[src/rtl/keyscan_table.sv]
module keyscan_table #(
  parameter int KEY_W   = 16,
  parameter int ENTRIES = 32,
  parameter int LANES   = 2,
  localparam int ROWS   = ENTRIES / LANES,
  localparam int ROW_W  = KEY_W * LANES,
  localparam int AW     = (ROWS > 1) ? $clog2(ROWS) : 1,
  localparam int IW     = $clog2(ENTRIES),
  localparam int LW     = (LANES > 1) ? $clog2(LANES) : 1
) (
  input  logic          clk,
  input  logic          rst_n,
  input  logic          wr_en,
  input  logic [IW-1:0] wr_idx,
  input  logic [KEY_W-1:0] wr_key,
  output logic          wr_ready,
  input  logic          lk_start,
  input  logic [KEY_W-1:0] lk_key,
  output logic          busy,
  output logic          done,
  output logic          hit,
  output logic [IW-1:0] hit_idx
);

  logic [ROW_W-1:0]   mem [ROWS];
  logic [ROW_W-1:0]   rdata;
  logic [ENTRIES-1:0] vld;
  logic [KEY_W-1:0]   key_q;
  logic [AW-1:0]      rd_addr, cmp_row;
  logic               issuing, rd_vld;
  logic [LANES-1:0]   lane_hit;
  logic               m_any;
  logic [LW-1:0]      m_lane;

  wire wr_acc  = wr_en && !busy;
  wire go      = lk_start && !busy;
  wire [AW-1:0] wr_row  = AW'(wr_idx / IW'(LANES));
  wire [LW-1:0] wr_lane = LW'(wr_idx % IW'(LANES));
  wire last_cmp = (cmp_row == AW'(ROWS - 1));
  wire finish   = busy && rd_vld && (m_any || last_cmp);

  assign wr_ready = !busy;

  generate
    for (genvar l = 0; l < LANES; l++) begin : g_lane
      assign lane_hit[l] = vld[int'(cmp_row) * LANES + l] &&
                           (rdata[l*KEY_W +: KEY_W] == key_q);
    end
  endgenerate

  always_comb begin
    m_any  = 1'b0;
    m_lane = '0;
    for (int l = LANES - 1; l >= 0; l--)
      if (lane_hit[l]) begin
        m_any  = 1'b1;
        m_lane = LW'(l);
      end
  end

  always_ff @(posedge clk) begin
    if (wr_acc) mem[wr_row][int'(wr_lane)*KEY_W +: KEY_W] <= wr_key;
    if (busy && issuing) rdata <= mem[rd_addr];
  end

  always_ff @(posedge clk or negedge rst_n) begin
    if (!rst_n) begin
      vld <= '0; busy <= 1'b0; issuing <= 1'b0; rd_vld <= 1'b0;
      done <= 1'b0; hit <= 1'b0; hit_idx <= '0;
      rd_addr <= '0; cmp_row <= '0; key_q <= '0;
    end else begin
      done <= 1'b0;
      if (wr_acc) vld[wr_idx] <= 1'b1;
      if (go) begin
        busy <= 1'b1; issuing <= 1'b1; rd_vld <= 1'b0;
        rd_addr <= '0; key_q <= lk_key;
      end else if (busy) begin
        rd_vld  <= issuing;
        cmp_row <= rd_addr;
        if (issuing) begin
          rd_addr <= rd_addr + 1'b1;
          if (rd_addr == AW'(ROWS - 1)) issuing <= 1'b0;
        end
        if (finish) begin
          busy <= 1'b0; issuing <= 1'b0; rd_vld <= 1'b0;
          done <= 1'b1; hit <= m_any;
          hit_idx <= m_any ? IW'(int'(cmp_row) * LANES + int'(m_lane)) : '0;
        end
      end
    end
  end

  logic [AW+1:0] scan_cnt;
  always_ff @(posedge clk or negedge rst_n)
    if (!rst_n)    scan_cnt <= '0;
    else if (go)   scan_cnt <= '0;
    else if (busy) scan_cnt <= scan_cnt + 1'b1;

  a_r2_start_sets_busy: assert property (@(posedge clk) disable iff (!rst_n)
    (lk_start && !busy) |=> busy);
  a_r3_done_single: assert property (@(posedge clk) disable iff (!rst_n)
    done |=> !done);
  a_r3_done_ends_busy: assert property (@(posedge clk) disable iff (!rst_n)
    done |-> !busy);
  a_r3_result_stable: assert property (@(posedge clk) disable iff (!rst_n)
    !done |-> ($stable(hit) && $stable(hit_idx)));
  a_r4_scan_bound: assert property (@(posedge clk) disable iff (!rst_n)
    busy |-> (scan_cnt <= (AW+2)'(ROWS)));
  a_r7_hit_is_valid: assert property (@(posedge clk) disable iff (!rst_n)
    (done && hit) |-> vld[hit_idx]);
  a_r8_flags_frozen: assert property (@(posedge clk) disable iff (!rst_n)
    busy |=> $stable(vld));
endmodule

[config.mk]
export PLATFORM = sky130hd
export DESIGN_NAME = keyscan_table
export DESIGN_NICKNAME = d
export VERILOG_FILES = /design/src/rtl/keyscan_table.sv
export SDC_FILE = /design/constraint.sdc
export NUM_CORES = 1
export LEC_CHECK = 0
export BUFFER_PORTS_ARGS = -buffer_cell sky130_fd_sc_hd__buf_2
export CORE_ASPECT_RATIO = 0.6
export CORE_MARGIN = 4
export CORE_UTILIZATION = 35
export DETAILED_ROUTE_END_ITERATION = 8
export RECOVER_POWER = 50
export SLEW_MARGIN = 20
export SYNTH_ARGS = -nofsm -noshare
export SYNTH_HDL_FRONTEND = slang
export SYNTH_SLANG_ARGS = --single-unit
[constraint.sdc]
create_clock -name clk -period 3.5 [get_ports clk]
set_input_delay 0.175 -clock clk [delete_from_list [all_inputs] [get_ports clk]]
set_output_delay 0.175 -clock clk [all_outputs]
set_load 0.02 [all_outputs]
==> results of run 1 <==
-- layout make-up --
class | instances | area (sq um) | area share, %
multi-input cells | 393 | 5390 | 19.8
clock inverters | 32 | 329 | 1.21
inverters | 6 | 22.5 | 0.0828
clock buffers | 63 | 1360 | 5.01
flip-flops and latches | 610 | 18000 | 66.1
repair buffers | 127 | 977 | 3.59
well taps | 900 | 1130 | 4.14
-- through the flow --
step | instance area (sq um) | power (W)
floorplan | 23600 | 0.0122
global placement | 25400 | 0.0137
detailed placement | 25400 | 0.0137
CTS | 27200 | 0.0195
global route | 27200 | 0.0202
finish | 27200 | 0.0194
-- flip-flops by register name, summed over array words and instances (netlist names) --
name,count
busy,1
cmp_row,4
done,1
hit,1
hit_idx,5
issuing,1
key_q,16
mem,512
rd_addr,4
rd_vld,1
rdata,32
vld,32
-- cell families after synthesis --
group,after synthesis
AOI/OAI and AO/OA,12
xor gates and xnor gates,32
adders and majority gates,1
buffers and inverters,55
DFF,610
muxes,192
and+or+nand+nor,156
-- per-layer routing --
metal,track usage [%],up-vias,wire length [um]
met3,4.14,62,5610
li1,-,4603,-
met5,0,-,0
met1,26.5,6150,27100
met4,2.29,0,604
met2,22.0,452,24400
-- worst max-delay path: cells and delay by family (launching register included) --
family | cells | cell delay, ns
muxes | 2 | 0.99
DFF | 1 | 1.22
buffers and inverters | 1 | 0.35
-- power by group through the flow --
stage | combinational, W | sequential [W] | clock (W)
4_1_cts | 0.00451 | 0.00907 | 0.00594
5_1_grt | 0.00475 | 0.00911 | 0.00631
3_5_place_dp | 0.00448 | 0.00922 | 0
3_3_place_gp | 0.00444 | 0.00922 | 0
2_1_floorplan | 0.00341 | 0.00882 | 0
6_report | 0.00444 | 0.00908 | 0.00586
-- cell usage in the layout, fill, tap and decap left out, types with 16 or more instances in the layout --
cell type	instances
and2_0	16
buf_2	39
buf_4	47
clkbuf_1	23
clkbuf_16	53
dfrtp_1	64
dlygate4sd3_1	18
edfxtp_1	544
mux2_2	20
mux4_2	162
nand2_1	18
nor2_2	32
nor2b_1	16
or2_2	32
xor2_1	30
-- worst max path at each step --
stage                           startpoint                    to  slack [ns]  cells past startpoint
global route        rd_addr[1]$_DFFE_PN0P_   rdata[31]$_DFFE_PP_        0.48                      3
detailed placement          busy$_DFF_PN0_   mem[3][8]$_DFFE_PP_        1.02                      7
CTS                         busy$_DFF_PN0_   mem[3][8]$_DFFE_PP_        1.01                      7
floorplan                   busy$_DFF_PN0_  mem[10][0]$_DFFE_PP_        1.09                      5
global placement    rd_addr[0]$_DFFE_PN0P_   rdata[31]$_DFFE_PP_        1.08                      3
finish              rd_addr[1]$_DFFE_PN0P_   rdata[31]$_DFFE_PP_        0.54                      3
==> impl_metrics.env, run 1 <==
export IMPL_hp_start="wr_key[2]"
export IMPL_swShare_pct=27.6
export IMPL_period_share_pct=84.5
export IMPL_hold_path_class="input port to flop"
export IMPL_seqPwrFrac_pct=46.9
export IMPL_p_int_w=0.0140
export IMPL_rsz0062_at_grt="false"
export IMPL_clock_sinks=610
export IMPL_vias=11300
export IMPL_cts_setup_buffers=0
export IMPL_crit_chain="buf_12 > mux4_2 > mux4_2"
export IMPL_netlist_top_cells_count="edfxtp_1, mux4_2, dfrtp_1"
export IMPL_place_ws_ns=1.02
export IMPL_cts_root_buffer="clkbuf_16"
export IMPL_diodes=0
export IMPL_nFillCells=5849
export IMPL_start_util_pct=35.4
export IMPL_grt_max_degree=53
export IMPL_fin_nets=1232
export IMPL_rrSetupSlack_ns=0.54
export IMPL_cts_path_max_buffers=3
export IMPL_dieWidth_um=343
export IMPL_switchingPower_w=0.00536
export IMPL_area_growth_pct=15.4
export IMPL_drive_gt1_share_pct=34.6
export IMPL_synth_area_per_cell_sq_um=22.3
export IMPL_row_count=73
export IMPL_antenna_left=0
export IMPL_endpoint_kind="flop"
export IMPL_dp_cells=2018
export IMPL_synth_top_family_by_area="multiplexers"
export IMPL_ys_types=39
export IMPL_ys_warn_count=0
export IMPL_required_ns=3.78
export IMPL_setup_slack_ns=0.541
export IMPL_io_pins=50
export IMPL_maxCapViolCount=2
export IMPL_antenna_found_initial=0
export IMPL_dieArea_sq_um=71700
export IMPL_first_pass_iters=5
export IMPL_synthAdderAreaFrac_pct=0.0531
export IMPL_cts_hold_fix_buffers=18
export IMPL_p_per_area_nw_per_um2=712
export IMPL_violations="max-capacitance violations, max-slew violations"
export IMPL_yosysTopAreaCellShare_pct=69.3
export IMPL_yosysMostFrequentCell="edfxtp_1"
export IMPL_numCtsBuffers=52
export IMPL_synthTopCellsByArea="edfxtp_1, mux4_2, dfrtp_1, xor2_1, mux2_2"
export IMPL_timing_slew_headroom_pct=-7.84
export IMPL_synthXorXnorAreaFrac_pct=1.19
export IMPL_timing_setup_tns_ns=0
export IMPL_critPathKind="flop to flop"
export IMPL_hold_path_end="mem[2][2]$_DFFE_PP_"
export IMPL_utilization_pct=40.9
export IMPL_drtIter0Drc=1328
export IMPL_worst_pin_slew_ns=1.62
export IMPL_finalCriticalPeriod_ns=2.96
export IMPL_grt_pass1_wl_um=83200
export IMPL_gr_usage_all_layers_pct=16.2
export IMPL_cp_common_cell="mux4_2"
export IMPL_ir_worst_vdd_mv=0.452
export IMPL_port_buffers=49
export IMPL_routed_wl_um=57800
export IMPL_clock_fmax_mhz=338
export IMPL_synth_area_sq_um=23600
export IMPL_clkLatencyLatePin_ns=0.61
export IMPL_core_area_sq_um=66500
export IMPL_post_drt_via_cell_ratio=5.29
export IMPL_p_clk_share_pct=30.2
export IMPL_yosysSeqAreaShare_pct=76.3
export IMPL_fin_skew_ns=0.0383
export IMPL_htreeDepth=2
export IMPL_synth_flop_cell="edfxtp_1"
export IMPL_synth_seq_cells=610
export IMPL_synth_compound_area_share_pct=0.340
export IMPL_synth_nets=1100
export IMPL_gp_congestion=0.795
export IMPL_outcome="finished with violations"
export IMPL_overflow=0
export IMPL_r2r_start="rd_addr[1]$_DFFE_PN0P_"
export IMPL_crit_arrival_ns=3.24
export IMPL_synthArstFlopShare_pct=10.8
export IMPL_cellLeakagePower_nw=8.98
export IMPL_dp_final_hpwl_um=36300
export IMPL_muxShareOfSynthArea_pct=17.3
export IMPL_finalHoldViolations=0
export IMPL_die_y_um=209
export IMPL_wl_per_cell_um=27.1
export IMPL_path_clk_slew_ns=0.07
export IMPL_maxSlewViolCount=54
export IMPL_grt_pass1_vias=11400
export IMPL_cp_start_kind="flop"
export IMPL_cts_tree="built"
export IMPL_r2r_end="rdata[31]$_DFFE_PP_"
export IMPL_hold_depth=2
export IMPL_crit_path_top_delay_cell="dfrtp_1"
export IMPL_comb_power_share_pct=22.9
export IMPL_cpPeakStageDelay_ns=1.22
export IMPL_syn_inst=1058
export IMPL_yosysTopAreaCell="edfxtp_1"
export IMPL_timing_hold_ws_ns=0.223
export IMPL_path_max_fanout=41
export IMPL_r2r_cells=3
export IMPL_post_synth_and_or_nand_nor_area_fraction_pct=3.66
export IMPL_fin_cells=2131
export IMPL_cts_resized=0
export IMPL_synth_edf_count=544
export IMPL_setup_viol=0
export IMPL_drc=0
Power figures use the tool's default switching activity.
==> inputs of run 2 (changes only) <==
Clock period 3.5 ns to 2.45 ns, I/O delays scaled along.
==> impl_metrics.env, run 2 (synthesized netlist as in run 1, its figures left out) <==
export IMPL_top_regs="mem x512, rdata x32, vld x32"
export IMPL_cts_hold_fix_buffers=18
export IMPL_numCtsBuffers=51
export IMPL_die_y_um=209
export IMPL_post_drt_via_cell_ratio=5.28
export IMPL_grt_pass1_wl_um=82200
export IMPL_hold_depth=2
export IMPL_use_met3_pct=4.90
export IMPL_routed_wl_um=57300
export IMPL_cp_start_kind="flop"
export IMPL_antenna_found_initial=5
export IMPL_finalCriticalPeriod_ns=2.37
export IMPL_timing_hold_ws_ns=0.149
export IMPL_grtUsageMet2_pct=21.5
export IMPL_core_area_sq_um=66500
export IMPL_busiest_layer="met1"
export IMPL_maxCapViolCount=1
export IMPL_layout_common_cells="edfxtp_1, mux4_2, dfrtp_1, clkbuf_16, buf_2"
export IMPL_antenna_left=0
export IMPL_violations="max-capacitance violations, max-slew violations"
export IMPL_r2r_cells=4
export IMPL_ir_worst_vdd_mv=0.434
export IMPL_required_ns=2.74
export IMPL_dieWidth_um=343
export IMPL_area_growth_pct=16.2
export IMPL_p_total_w=0.0273
export IMPL_first_pass_iters=5
export IMPL_crit_arrival_ns=2.66
export IMPL_rsz0062_at_grt="false"
export IMPL_dieArea_sq_um=71700
export IMPL_htreeDepth=2
export IMPL_endpoint_kind="flop"
export IMPL_io_pins=50
export IMPL_critPathKind="flop to flop"
export IMPL_start_util_pct=35.4
export IMPL_dp_final_hpwl_um=36100
export IMPL_cellLeakagePower_nw=9.03
export IMPL_maxSlewViolCount=67
export IMPL_drc=0
export IMPL_cts_root_buffer="clkbuf_16"
export IMPL_path_max_fanout=22
export IMPL_rrSetupSlack_ns=0.08
export IMPL_grt_pass1_vias=11300
export IMPL_vias=11300
export IMPL_drtIter0Drc=1292
export IMPL_cts_path_max_buffers=3
export IMPL_clock_sinks=610
export IMPL_cts_resized=0
export IMPL_timing_slew_headroom_pct=-13.8
export IMPL_gr_usage_all_layers_pct=16.0
export IMPL_gp_congestion=0.793
export IMPL_clock_fmax_mhz=421
export IMPL_worst_pin_slew_ns=1.71
export IMPL_setup_viol=0
export IMPL_fin_nets=1243
export IMPL_utilization_pct=41.2
export IMPL_fin_skew_ns=0.0207
export IMPL_row_count=73
export IMPL_outcome="finished with violations"
export IMPL_p_per_area_nw_per_um2=996
export IMPL_cts_setup_buffers=0
export IMPL_use_met1_pct=25.8
export IMPL_grt_max_degree=67
export IMPL_cts_tree="built"
export IMPL_largest_reg_flops=512
export IMPL_nFillCells=5851
export IMPL_wl_per_cell_um=26.8
export IMPL_timing_setup_tns_ns=0
export IMPL_finalHoldViolations=0
export IMPL_port_buffers=49
export IMPL_hold_path_class="input port to flop"
export IMPL_regMostFlops="mem"
export IMPL_clkLatencyLatePin_ns=0.59
export IMPL_final_common_cell="edfxtp_1"
export IMPL_period_share_pct=96.8
export IMPL_overflow=0
export IMPL_drive_gt1_share_pct=35.2
export IMPL_dpl_cell_area_sq_um=25700
export IMPL_path_clk_slew_ns=0.07
export IMPL_fin_area_sq_um=27400
-- run 2: worst max-delay path: stages (launching register included) --
cell and delay, ns:
dfrtp_4 0.47, buf_12 0.23, buf_12 0.21, mux4_2 0.53, mux4_2 0.61
-- run 2: final timing paths --
path	start	to
worst max-delay path	rd_addr[0]$_DFFE_PN0P_	rdata[18]$_DFFE_PP_
worst min-delay path	wr_key[6]	mem[14][6]$_DFFE_PP_
worst max register to register	rd_addr[0]$_DFFE_PN0P_	rdata[18]$_DFFE_PP_
worst min register to register	vld[7]$_DFFE_PN0P_	vld[7]$_DFFE_PN0P_
max in group asynchronous	rst_n	rd_addr[0]$_DFFE_PN0P_
min in group asynchronous	rst_n	vld[11]$_DFFE_PN0P_
-- run 2: cell type report --
type | instances | area (sq um) | area share [%]
sequential | 610 | 18000 | 65.7
multi-input combinational | 393 | 5390 | 19.7
clock buffer | 65 | 1390 | 5.08
timing repair buffer | 139 | 1330 | 4.86
tap | 900 | 1130 | 4.11
clock inverter | 26 | 116 | 0.425
inverter | 6 | 22.5 | 0.0823
antenna | 1 | 2.50 | 0.00914
-- run 2: report_power, final --
group / switching (W) / internal [W]
combinational: 0.00319 / 0.00359
sequential: 0.000779 / 0.0121
clock: 0.00360 / 0.00399
total: 0.00756 / 0.0197
-- run 2: per-stage QoR --
step | cells | setup slack (ns)
2_1_floorplan | 1058 | 0.0393
3_3_place_gp | 2030 | 0.0967
3_5_place_dp | 2030 | 0.0804
4_1_cts | 2139 | 0.0669
5_1_grt | 2139 | 0.0242
6_report | 2140 | 0.0775
-- run 2: metal layers --
layer | routed length, um | up-vias
met3 | 5660 | 62
met2 | 23500 | 473
met5 | 31 | -
li1 | - | 4639
met1 | 27500 | 6118
met4 | 641 | 6
